[config.mk]
export PLATFORM = sky130hd
export DESIGN_NAME = dma_steal_ctrl
export DESIGN_NICKNAME = d
export VERILOG_FILES = /design/src/rtl/dma_pkg.sv /design/src/rtl/dma_cfg_regs.sv /design/src/rtl/dma_bus_owner.sv /design/src/rtl/dma_engine.sv /design/src/rtl/dma_steal_ctrl.sv
export SDC_FILE = /design/constraint.sdc
export NUM_CORES = 1
export LEC_CHECK = 0
export ABC_AREA = 1
export BUFFER_PORTS_ARGS = -buffer_cell sky130_fd_sc_hd__buf_2
export CAP_MARGIN = 20
export CORE_ASPECT_RATIO = 2
export CORE_MARGIN = 10
export CORE_UTILIZATION = 40
export DETAILED_ROUTE_END_ITERATION = 12
export HOLD_SLACK_MARGIN = 0.06
export SLEW_MARGIN = 30
export SYNTH_ARGS = -nofsm -noshare
export SYNTH_HDL_FRONTEND = slang
export SYNTH_SLANG_ARGS = --single-unit
[constraint.sdc]
create_clock -name clk -period 4.64 [get_ports clk]
set_input_delay 0.928 -clock clk [delete_from_list [all_inputs] [get_ports clk]]
set_output_delay 0.928 -clock clk [all_outputs]
set_load 0.05 [all_outputs]
[src/rtl/dma_pkg.sv]
package dma_pkg;

    typedef enum logic [2:0] {
        ENG_IDLE,
        ENG_WAIT,
        ENG_RD,
        ENG_WR,
        ENG_PAUSE
    } eng_state_e;

    typedef enum logic [1:0] {
        OWN_OFF,
        OWN_ASK,
        OWN_HELD,
        OWN_DROP
    } own_state_e;

    localparam logic [2:0] RA_SRC  = 3'd0;
    localparam logic [2:0] RA_DST  = 3'd1;
    localparam logic [2:0] RA_LEN  = 3'd2;
    localparam logic [2:0] RA_BLK  = 3'd3;
    localparam logic [2:0] RA_CTRL = 3'd4;

    localparam int CTRL_GO   = 0;
    localparam int CTRL_HOLD = 1;
    localparam int CTRL_CLR  = 2;
    localparam int STAT_REM  = 8;

endpackage

[src/rtl/dma_cfg_regs.sv]
module dma_cfg_regs
    import dma_pkg::*;
#(
    parameter int AW = 16,
    parameter int DW = 16,
    parameter int LW = 8
) (
    input  logic          clk,
    input  logic          rst_n,
    input  logic          wr,
    input  logic [2:0]    addr,
    input  logic [DW-1:0] wdata,
    output logic [DW-1:0] rdata,
    input  logic          busy,
    input  logic          done,
    input  logic [LW-1:0] remaining,
    output logic [AW-1:0] src,
    output logic [AW-1:0] dst,
    output logic [LW-1:0] len,
    output logic [LW-1:0] blk,
    output logic          hold,
    output logic          go,
    output logic          clr
);

    typedef struct packed {
        logic [AW-1:0] src;
        logic [AW-1:0] dst;
        logic [LW-1:0] len;
        logic [LW-1:0] blk;
        logic          hold;
    } cfg_t;

    cfg_t cfg_q, cfg_d;
    logic wr_ok;

    always_comb begin
        cfg_d = cfg_q;
        wr_ok = wr && !busy;
        go    = wr_ok && (addr == RA_CTRL) && wdata[CTRL_GO];
        clr   = wr_ok && (addr == RA_CTRL) && wdata[CTRL_CLR];
        if (wr_ok) begin
            case (addr)
                RA_SRC:  cfg_d.src  = wdata[AW-1:0];
                RA_DST:  cfg_d.dst  = wdata[AW-1:0];
                RA_LEN:  cfg_d.len  = wdata[LW-1:0];
                RA_BLK:  cfg_d.blk  = wdata[LW-1:0];
                RA_CTRL: cfg_d.hold = wdata[CTRL_HOLD];
                default: cfg_d = cfg_q;
            endcase
        end
    end

    always_comb begin
        rdata = '0;
        case (addr)
            RA_SRC:  rdata[AW-1:0] = cfg_q.src;
            RA_DST:  rdata[AW-1:0] = cfg_q.dst;
            RA_LEN:  rdata[LW-1:0] = cfg_q.len;
            RA_BLK:  rdata[LW-1:0] = cfg_q.blk;
            RA_CTRL: begin
                rdata[0]                = busy;
                rdata[1]                = done;
                rdata[2]                = cfg_q.hold;
                rdata[STAT_REM +: LW]   = remaining;
            end
            default: rdata = '0;
        endcase
    end

    always_ff @(posedge clk or negedge rst_n) begin
        if (!rst_n) cfg_q <= '0;
        else        cfg_q <= cfg_d;
    end

    assign src  = cfg_q.src;
    assign dst  = cfg_q.dst;
    assign len  = cfg_q.len;
    assign blk  = cfg_q.blk;
    assign hold = cfg_q.hold;

    // configuration frozen while a copy runs
    a_r9_cfg_frozen: assert property (@(posedge clk) disable iff (!rst_n)
        (busy && wr) |=> $stable(cfg_q));

endmodule

[src/rtl/dma_bus_owner.sv]
module dma_bus_owner
    import dma_pkg::*;
(
    input  logic clk,
    input  logic rst_n,
    input  logic want,
    input  logic gnt,
    output logic req,
    output logic own,
    output logic free
);

    typedef struct packed {
        own_state_e st;
    } own_t;

    own_t own_q, own_d;

    always_comb begin
        own_d = own_q;
        case (own_q.st)
            OWN_OFF:  if (want && !gnt) own_d.st = OWN_ASK;
            OWN_ASK:  if (gnt)          own_d.st = OWN_HELD;
            OWN_HELD: if (!want)        own_d.st = OWN_DROP;
            OWN_DROP: if (!gnt)         own_d.st = OWN_OFF;
            default:                    own_d.st = OWN_OFF;
        endcase
    end

    always_ff @(posedge clk or negedge rst_n) begin
        if (!rst_n) own_q <= '0;
        else        own_q <= own_d;
    end

    assign req  = (own_q.st == OWN_ASK) || (own_q.st == OWN_HELD);
    assign own  = (own_q.st == OWN_HELD);
    assign free = (own_q.st == OWN_OFF);

    // request held until grant appears
    a_r2_req_until_gnt: assert property (@(posedge clk) disable iff (!rst_n)
        (req && !gnt) |=> req);

    // no new request while the previous grant is still up
    a_r6_wait_release: assert property (@(posedge clk) disable iff (!rst_n)
        (!req && gnt) |=> !req);

endmodule

[src/rtl/dma_engine.sv]
module dma_engine
    import dma_pkg::*;
#(
    parameter int AW = 16,
    parameter int DW = 16,
    parameter int LW = 8
) (
    input  logic          clk,
    input  logic          rst_n,
    input  logic          go,
    input  logic          clr,
    input  logic [AW-1:0] src,
    input  logic [AW-1:0] dst,
    input  logic [LW-1:0] len,
    input  logic [LW-1:0] blk,
    input  logic          hold,
    input  logic          own,
    input  logic          free,
    output logic          want,
    output logic          m_valid,
    output logic          m_we,
    output logic [AW-1:0] m_addr,
    output logic [DW-1:0] m_wdata,
    input  logic [DW-1:0] m_rdata,
    input  logic          m_ready,
    output logic          busy,
    output logic          done,
    output logic [LW-1:0] remaining
);

    typedef struct packed {
        eng_state_e    st;
        logic [AW-1:0] sp;
        logic [AW-1:0] dp;
        logic [LW-1:0] rem;
        logic [LW-1:0] beat;
        logic [DW-1:0] data;
        logic          done;
    } eng_t;

    eng_t eng_q, eng_d;
    logic [LW-1:0] blk_eff;
    logic [LW-1:0] beat_nx;

    always_comb begin
        blk_eff = (blk == '0) ? LW'(1) : blk;
        beat_nx = eng_q.beat + LW'(1);
        eng_d   = eng_q;
        want    = 1'b0;
        m_valid = 1'b0;
        m_we    = 1'b0;
        m_addr  = eng_q.sp;
        m_wdata = eng_q.data;
        case (eng_q.st)
            ENG_IDLE: begin
                if (go) begin
                    eng_d.done = (len == '0);
                    eng_d.sp   = src;
                    eng_d.dp   = dst;
                    eng_d.rem  = len;
                    eng_d.beat = '0;
                    if (len != '0) eng_d.st = ENG_WAIT;
                end else if (clr) begin
                    eng_d.done = 1'b0;
                end
            end
            ENG_WAIT: begin
                want       = 1'b1;
                eng_d.beat = '0;
                if (own) eng_d.st = ENG_RD;
            end
            ENG_RD: begin
                want    = 1'b1;
                m_valid = 1'b1;
                m_addr  = eng_q.sp;
                if (m_ready) begin
                    eng_d.data = m_rdata;
                    eng_d.st   = ENG_WR;
                end
            end
            ENG_WR: begin
                want    = 1'b1;
                m_valid = 1'b1;
                m_we    = 1'b1;
                m_addr  = eng_q.dp;
                if (m_ready) begin
                    eng_d.sp   = eng_q.sp + AW'(1);
                    eng_d.dp   = eng_q.dp + AW'(1);
                    eng_d.rem  = eng_q.rem - LW'(1);
                    eng_d.beat = beat_nx;
                    if ((eng_q.rem == LW'(1)) || (!hold && (beat_nx >= blk_eff)))
                        eng_d.st = ENG_PAUSE;
                    else
                        eng_d.st = ENG_RD;
                end
            end
            ENG_PAUSE: begin
                if (free) begin
                    if (eng_q.rem == '0) begin
                        eng_d.st   = ENG_IDLE;
                        eng_d.done = 1'b1;
                    end else begin
                        eng_d.st = ENG_WAIT;
                    end
                end
            end
            default: eng_d.st = ENG_IDLE;
        endcase
    end

    always_ff @(posedge clk or negedge rst_n) begin
        if (!rst_n) eng_q <= '0;
        else        eng_q <= eng_d;
    end

    assign busy      = (eng_q.st != ENG_IDLE);
    assign done      = eng_q.done;
    assign remaining = eng_q.rem;

    // a stealing tenure never exceeds the block size
    a_r5_block_limit: assert property (@(posedge clk) disable iff (!rst_n)
        (eng_q.st == ENG_RD && !hold) |-> (eng_q.beat < blk_eff));

    // done only with nothing left to move
    a_r7_done_empty: assert property (@(posedge clk) disable iff (!rst_n)
        done |-> (remaining == '0));

    // zero count finishes without wanting the bus
    a_r8_zero_len: assert property (@(posedge clk) disable iff (!rst_n)
        (go && len == '0 && !busy) |=> (!want && done));

endmodule

[src/rtl/dma_steal_ctrl.sv]
module dma_steal_ctrl
    import dma_pkg::*;
#(
    parameter int AW = 16,
    parameter int DW = 16,
    parameter int LW = 8
) (
    input  logic          clk,
    input  logic          rst_n,
    input  logic          cfg_wr,
    input  logic [2:0]    cfg_addr,
    input  logic [DW-1:0] cfg_wdata,
    output logic [DW-1:0] cfg_rdata,
    output logic          bus_req,
    input  logic          bus_gnt,
    output logic          m_valid,
    output logic          m_we,
    output logic [AW-1:0] m_addr,
    output logic [DW-1:0] m_wdata,
    input  logic [DW-1:0] m_rdata,
    input  logic          m_ready,
    output logic          irq
);

    logic [AW-1:0] c_src, c_dst;
    logic [LW-1:0] c_len, c_blk, rem;
    logic          c_hold, go, clr, busy, done;
    logic          want, own, free;

    dma_cfg_regs #(.AW(AW), .DW(DW), .LW(LW)) u_regs (
        .clk(clk), .rst_n(rst_n), .wr(cfg_wr), .addr(cfg_addr),
        .wdata(cfg_wdata), .rdata(cfg_rdata), .busy(busy), .done(done),
        .remaining(rem), .src(c_src), .dst(c_dst), .len(c_len),
        .blk(c_blk), .hold(c_hold), .go(go), .clr(clr)
    );

    dma_bus_owner u_owner (
        .clk(clk), .rst_n(rst_n), .want(want), .gnt(bus_gnt),
        .req(bus_req), .own(own), .free(free)
    );

    dma_engine #(.AW(AW), .DW(DW), .LW(LW)) u_eng (
        .clk(clk), .rst_n(rst_n), .go(go), .clr(clr), .src(c_src),
        .dst(c_dst), .len(c_len), .blk(c_blk), .hold(c_hold), .own(own),
        .free(free), .want(want), .m_valid(m_valid), .m_we(m_we),
        .m_addr(m_addr), .m_wdata(m_wdata), .m_rdata(m_rdata),
        .m_ready(m_ready), .busy(busy), .done(done), .remaining(rem)
    );

    assign irq = done;

    // accesses only while granted
    a_r2_owned_bus: assert property (@(posedge clk) disable iff (!rst_n)
        m_valid |-> bus_gnt);

    // a pending access stays put until the slave answers
    a_r3_hold_access: assert property (@(posedge clk) disable iff (!rst_n)
        (m_valid && !m_ready) |=> (m_valid && $stable(m_addr) && $stable(m_we) && $stable(m_wdata)));

endmodule

==> results of run 1 <==
flip-flops by register name, indices dropped and copies added, names as in the netlist:
| signal | cells |
|---|---|
| u_eng.eng_q | 43 |
| u_eng.m_wdata | 16 |
| u_regs.dst | 16 |
| u_regs.src | 16 |
| u_eng.remaining | 8 |
| u_regs.blk | 8 |
| u_regs.len | 8 |
| u_owner.own_q | 2 |
| u_eng.done | 1 |
| u_regs.hold | 1 |
stage by stage:
| step | total power (W) | utilization | std cells | instance area [µm²] | hold WS [ns] |
|---|---|---|---|---|---|
| after floorplan | 0.00442 | - | 885 | 6870 | 0.449 |
| after global placement | 0.00518 | 0.438 | 1142 | 7380 | 0.466 |
| after detailed placement | 0.00521 | 0.438 | 1142 | 7380 | 0.480 |
| after CTS | 0.00666 | 0.475 | 1174 | 8010 | 0.493 |
| after global routing | 0.00708 | 0.475 | 1174 | 8010 | 0.505 |
| final | 0.00661 | 0.475 | 1174 | 8010 | 0.485 |
cells in the mapped netlist, drive strengths merged:
library cell / number / share of area
o211ai: 4 / 0.0044
nor3b: 1 / 0.0011
ha: 17 / 0.031
o221ai: 18 / 0.023
nand3b: 1 / 0.0011
nor2: 58 / 0.035
xor2: 10 / 0.013
a31o: 2 / 0.0025
o2111ai: 1 / 0.0013
xnor2: 2 / 0.0025
o41ai: 1 / 0.0013
o21a: 4 / 0.0044
nand4: 8 / 0.0073
nand3: 49 / 0.038
nand2: 240 / 0.13
inv: 112 / 0.062
dfrtp: 119 / 0.43
mux2: 21 / 0.034
or2: 1 / 0.00091
a22oi: 7 / 0.0076
a21oi: 28 / 0.020
mux2i: 1 / 0.0015
o21ai: 118 / 0.086
nor3: 15 / 0.012
buf: 37 / 0.037
clkbuf: 10 / 0.0055
cell families after synthesis:
logic type | count (synthesis)
XOR/XNOR | 12
AO/OA/AOI/OAI | 183
AND/OR/NAND/NOR | 373
buffers and inverters | 159
flip-flops | 119
adder cells (fa/ha/maj) | 17
multiplexers | 22
critical path, delay by kind of cell:
kind            cells  cell delay (ns)
buf+inv             4             0.91
simple gates        2             0.54
compound gates      1             0.14
routing by layer:
layer | track usage | vias up | part of all wire
met5 | 0 | - | 0
met4 | 0.109 | 0 | 0.046
li1 | - | 3026 | -
met1 | 0.185 | 2905 | 0.37
met3 | 0.0388 | 45 | 0.044
met2 | 0.334 | 148 | 0.54
power by group:
| group | internal, W | switching (W) |
|---|---|---|
| Sequential | 0.00153 | 0.000382 |
| Combinational | 0.000880 | 0.00239 |
| Clock | 0.000953 | 0.000478 |
| Total | 0.00336 | 0.00325 |
area by class of cell:
| cell class | instances | area share |
|---|---|---|
| repair buffers | 97 | 0.0659 |
| inverters | 112 | 0.0528 |
| clock buffers | 24 | 0.0614 |
| flip-flops and latches | 119 | 0.372 |
| multi-input cells | 607 | 0.398 |
| well taps | 207 | 0.0323 |
| clock inverters | 8 | 0.0178 |
cell usage in the layout (no fill, tap or decap), types with 13 or more instances in the layout:
cell type and instances:
nand2_1 234, dfrtp_1 119, inv_1 109, o21ai_0 109, buf_2 90, nor2_1 52, nand3_1 47, a21oi_1 28
mux2_2 19, o221ai_1 18, ha_1 17, clkbuf_16 17, nor3_1 13
worst min-delay path by stage:
stage	endpoint	from	slack [ns]	cells past startpoint
CTS	u_eng.m_wdata[15]	u_eng.m_wdata[15]	0.49	1
finish	u_eng.m_wdata[15]	u_eng.m_wdata[15]	0.49	1
global route	u_eng.eng_q[24]	u_eng.eng_q[24]	0.51	2
global placement	u_eng.eng_q[24]	u_eng.eng_q[24]	0.47	2
floorplan	u_eng.eng_q[24]	u_eng.eng_q[24]	0.45	2
detailed placement	u_eng.m_wdata[15]	u_eng.m_wdata[15]	0.48	1
==> run summary, run 1 <==
Outcome: completed
Core Rows: 67
Clk buf depth: 2
Hold Vio Cnt, Final: 0
Slowest stage cell, crit path: nand3_1
Largest net degree at the start of global routing: 63
Share of layout cells above drive strength 1: 0.173
Post-DP HPWL: 16200 µm
Crit path to: cfg_rdata[15]
Period utilisation layout: 0.744
Crit end category: output port
RSZ-0062 raised after global routing: no
Tmin final: 3.45 ns
Syn Inst Count: 885
Req. time, crit path: 3.71 ns
Reg area: 0.00298 mm²
Starting Density: 0.408
WL/cell: 18.1 µm
Area of the multi-input gates: 0.00319 mm²
Nets: 1011
Post-synthesis xor/xnor area fraction: 0.0153
Least-Margin Pin Slew: 0.962 ns
Maximum VDD drop: 0.000481 V
Post-synth cell types: 40
Area growth, synth to finish: 16.5%
# DRC: 0
Syn_area_per_cell: 7.77 µm²
Io pins: 92
Vias in the first global route: 6197
CTS-repair resized insts: 0
Die Height: 205 µm
Seq cells post-synth: 119
Hold Path Class: reg2reg
Num CTS Buffers: 17
Post-synthesis sequential area ratio: 0.433
Final Skew: 0.0109 ns
Adder-Cell Fraction of Synth Area: 0.0309
Cell area after synthesis: 0.00687 mm²
Worst setup margin: 1.19 ns
Routed WL: 21200 µm
Pre-antenna DRT Iters: 5
Largest family of logic cells by synthesized area: simple AND/OR/NAND/NOR gates
First-pass GRT wire length: 33200 µm
Die area: 0.0231 mm²
Via density: 5.22
Crit path max fanout: 13
Setup Buffers After CTS: 0
Max_slew headroom: 0.356
Core Box Area: 0.0168 mm²
Filler cells: 1728
Drt first-iter violations: 316
Nature of the critical path startpoint: input port
Mux contribution to synthesized area: 0.0359
Worst setup startpoint: cfg_addr[2]
Crit-path cells: buf_2 > inv_1 > nand3_1 > inv_1 > nand2_1 > o221ai_1 > buf_2
GRT Util Overall: 0.183
Die W: 113 µm
Critical R2R Capture: u_eng.eng_q[43]
GR Overflow Total: 0
R2r worst-path depth: 9
GP Congestion: 0.856
Via count of the routed design: 6124
Clock tree sinks: 119
Leakage: 3.95 nW
CTS tree: yes
Simple-gate share of the synthesized area: 0.230
Ys Warns: 0
Detail Route Antenna Nets: 0
Reg-to-reg startpoint: u_eng.eng_q[65]
Diode count: 0
Setup TNS: 0 ns
Crit path kind: in2out
Pre-CTS WS: 1.20 ns
Clock root buffer: clkbuf_16
Fin. max-slew vios: 0
CTS Hold Bufs: 0
# Max-Cap Violations: 0
CP arrival: 2.52 ns
Htree depth: 4
PwrDens: 825 mW/mm²
Compound-Gate Fraction of Synth Area: 0.151
Clock transition at path regs: 0.06 ns
Clock Latency Late Sink: 0.43 ns
Worst reg2reg setup slack: 1.95 ns
F_max: 290 MHz
Initial antenna violation count: 0
Worst path max stage delay: 0.46 ns
Total nets after synthesis: 942
Final setup vio count: 0
PortBufs: 91
No activity file was read; power rests on OpenSTA's default activity.
==> run 2, diff against run 1 <==
ABC_AREA = 0   (was 1)
clock period = 3.2 ns   (was 4.64 ns; I/O delays follow)
==> run 2 against run 1 <==
Compared with the run above:
- combinational power grew 42%
- critical path depth is the same
- setup slack lost 1.0 ns
- routed wire length shrank 2.1%
- critical path type is now reg2out
- critical endpoint is now m_addr[4]
- largest power group unchanged
==> run summary, run 2 <==
GP Congestion: 0.892 (+4.3%)
Total nets after synthesis: 751 (-20%)
# DRC: 0 (unchanged)
Crit path kind: reg2out
Placed Area: 0.00740 mm² (+0.34%)
Crit end category: output port
Largest net degree at the start of global routing: 59 (-6.3%)
Pre-CTS WS: 0.531 ns (-0.668 ns)
Period utilisation layout: 0.942
Most common cell after layout, fill and taps aside: dfrtp_1
Max_slew headroom: 0.554 (+0.198)
CP top delay family: buffers and inverters
Post-DP HPWL: 16200 µm (about the same)
Htree depth: 4 (unchanged)
Worst path max stage delay: 0.54 ns (+0.08 ns)
Hold Path Class: in2async
Routed WL: 20800 µm (-2.1%)
Synth top area share: 0.433 (about the same)
Detail Route Antenna Nets: 0 (unchanged)
Maximum VDD drop: 0.000743 V (+55%)
Post-synthesis sequential area ratio: 0.433 (about the same)
R2r worst-path depth: 10 (+1)
Nature of the critical path startpoint: register
Hold Vio Cnt, Final: 0 (unchanged)
Fin. max-slew vios: 0 (unchanged)
Top-count cell post-synth: dfrtp_1
Area growth, synth to finish: 16.3%
Crit-path cells: nor2b_4 > nand2_4 > clkinv_2 > buf_4 > nand2_1 > o21ai_0 > buf_2
Via count of the routed design: 5715 (-6.7%)
Io pins: 92 (unchanged)
Vias in the first global route: 6105 (-1.5%)
Core Rows: 67 (unchanged)
GRT Util Overall: 0.179 (-0.00401)
Die area: 0.0232 mm² (about the same)
Leading area contributor after synthesis: dfrtp_1
Drt first-iter violations: 292 (-7.6%)
Via density: 5.81 (+11%)
GR Overflow Total: 0 (unchanged)
Clock tree sinks: 119 (unchanged)
Filler cells: 1596 (-7.6%)
Pre-antenna DRT Iters: 5 (unchanged)
Main flop type after synthesis: dfrtp_1
CTS tree: yes
Setup TNS: 0 ns (unchanged)
Commonest cells post-synth: 119 x dfrtp_1, 85 x nand2_1, 49 x mux2_2, 45 x nor2_1, 39 x a21oi_1
Clk buf depth: 2 (unchanged)
Final Skew: 0.00894 ns (-0.00199 ns)
Post-synth EDFFs: 0 (unchanged)
Uppermost layer routed: met4
Ys Warns: 0 (unchanged)
# Max-Cap Violations: 0 (unchanged)
Setup Buffers After CTS: 0 (unchanged)
First-pass GRT wire length: 32800 µm (-1.3%)
Outcome: completed
Wire length on met3: 848 µm (-8.8%)
WL/cell: 21.1 µm (+17%)
Starting Density: 0.408 (about the same)
Met2 WL post-DR: 11800 µm (+2.7%)
Syn Inst Count: 694 (-22%)
Req. time, crit path: 2.56 ns (-1.15 ns)
Post-synth cell types: 67 (+68%)
Tmin final: 3.01 ns
Die W: 113 µm (about the same)
Fin area: 0.00800 mm² (-0.11%)
Crit path max fanout: 22 (+9)
Clock transition at path regs: 0.06 ns (about the same)
Area of the multi-input gates: 0.00347 mm² (+8.8%)
Largest register FFs: 43 (unchanged)
Post-Route M1 WL: 6990 µm (-11%)
Critical path depth: 7 (unchanged)
Leakage: 3.67 nW (-6.9%)
Nets: 822 (-19%)
Core Box Area: 0.0168 mm² (unchanged)
Post-Layout Cell Count: 984 (-16%)
RSZ-0062 raised after global routing: no
Cells after DPL: 953 (-17%)
CTS Hold Bufs: 0 (unchanged)
Slowest stage cell, crit path: dfrtp_1
Diode count: 0 (unchanged)
Seq cells post-synth: 119 (unchanged)
Die Height: 205 µm (about the same)
PortBufs: 91 (unchanged)
Synth top area cells: dfrtp_1 43%, mux2_2 8.0%, nand2_1 4.6%
F_max: 332 MHz
Initial antenna violation count: 0 (unchanged)
Num CTS Buffers: 17 (unchanged)
Top register by number of flip-flops: u_eng.eng_q
Clock Latency Late Sink: 0.42 ns (about the same)
Reg area: 0.00298 mm² (unchanged)
Post-synth ARST share: 1.00 (unchanged)
CP Buf/Inv Count: 3 (-1)
PwrDens: 1210 mW/mm² (+47%)
CP arrival: 2.37 ns (-0.15 ns)
Final setup vio count: 0 (unchanged)
Least-Margin Pin Slew: 0.663 ns (-0.299 ns)
Syn_area_per_cell: 9.91 µm² (+28%)
Most frequent cells in the layout: 119 x dfrtp_1, 90 x buf_2, 85 x nand2_1
CTS-repair resized insts: 0 (unchanged)
Worst setup margin: 0.186 ns (-1.00 ns)
Util after Layout: 0.475 (-0.000520)
Cell area after synthesis: 0.00688 mm² (about the same)
Clock root buffer: clkbuf_16
Share of layout cells above drive strength 1: 0.283 (+0.110)
run 2: logic make-up (layout without fill, tap and decap cells):
logic type / after synthesis / in the layout / synth area share
and+or+nand+nor: 222 / 222 / 0.160
AOI/OAI and AO/OA: 165 / 165 / 0.157
DFF: 119 / 119 / 0.433
muxes: 85 / 85 / 0.148
buffers and inverters: 80 / 163 / 0.0631
adders and majority gates: 17 / 17 / 0.0309
xor gates and xnor gates: 6 / 6 / 0.00764
run 2: final cells by class:
class / count / area share
timing repair buffer: 110 / 0.0766
inverter: 22 / 0.0105
multi-input combinational: 495 / 0.433
clock buffer: 17 / 0.0532
sequential: 119 / 0.372
tap: 207 / 0.0324
clock inverter: 14 / 0.0219
run 2: path summary, 6_finish.rpt:
check                                   from  slack (ns)                 to
min                                    rst_n        0.12     u_regs.src[10]
min reg2reg                u_eng.m_wdata[14]        0.48  u_eng.m_wdata[14]
max in group asynchronous              rst_n        2.23   u_eng.m_wdata[8]
max reg2reg                  u_eng.eng_q[19]        0.65    u_eng.eng_q[66]
max                          u_eng.eng_q[66]        0.19          m_addr[4]
min in group clk                 m_rdata[14]        0.44  u_eng.m_wdata[14]
run 2: per-layer routing:
layer	up-vias	track usage
met5	-	0
met4	0	0.120
met1	2856	0.163
li1	2632	-
met3	52	0.0382
met2	175	0.342
run 2: report_power, final:
group	leakage [nW]	switching (W)	internal [W]
logic	1.91	0.00305	0.00158
registers	1.47	0.000866	0.00220
clock network	0.286	0.000745	0.00123
run 2: through the flow:
step           total power, W  hold slack, ns
2_1_floorplan         0.00649           0.344
3_3_place_gp          0.00760           0.464
3_5_place_dp          0.00775           0.469
4_1_cts               0.00974           0.116
5_1_grt                0.0102           0.130
6_report              0.00967           0.121
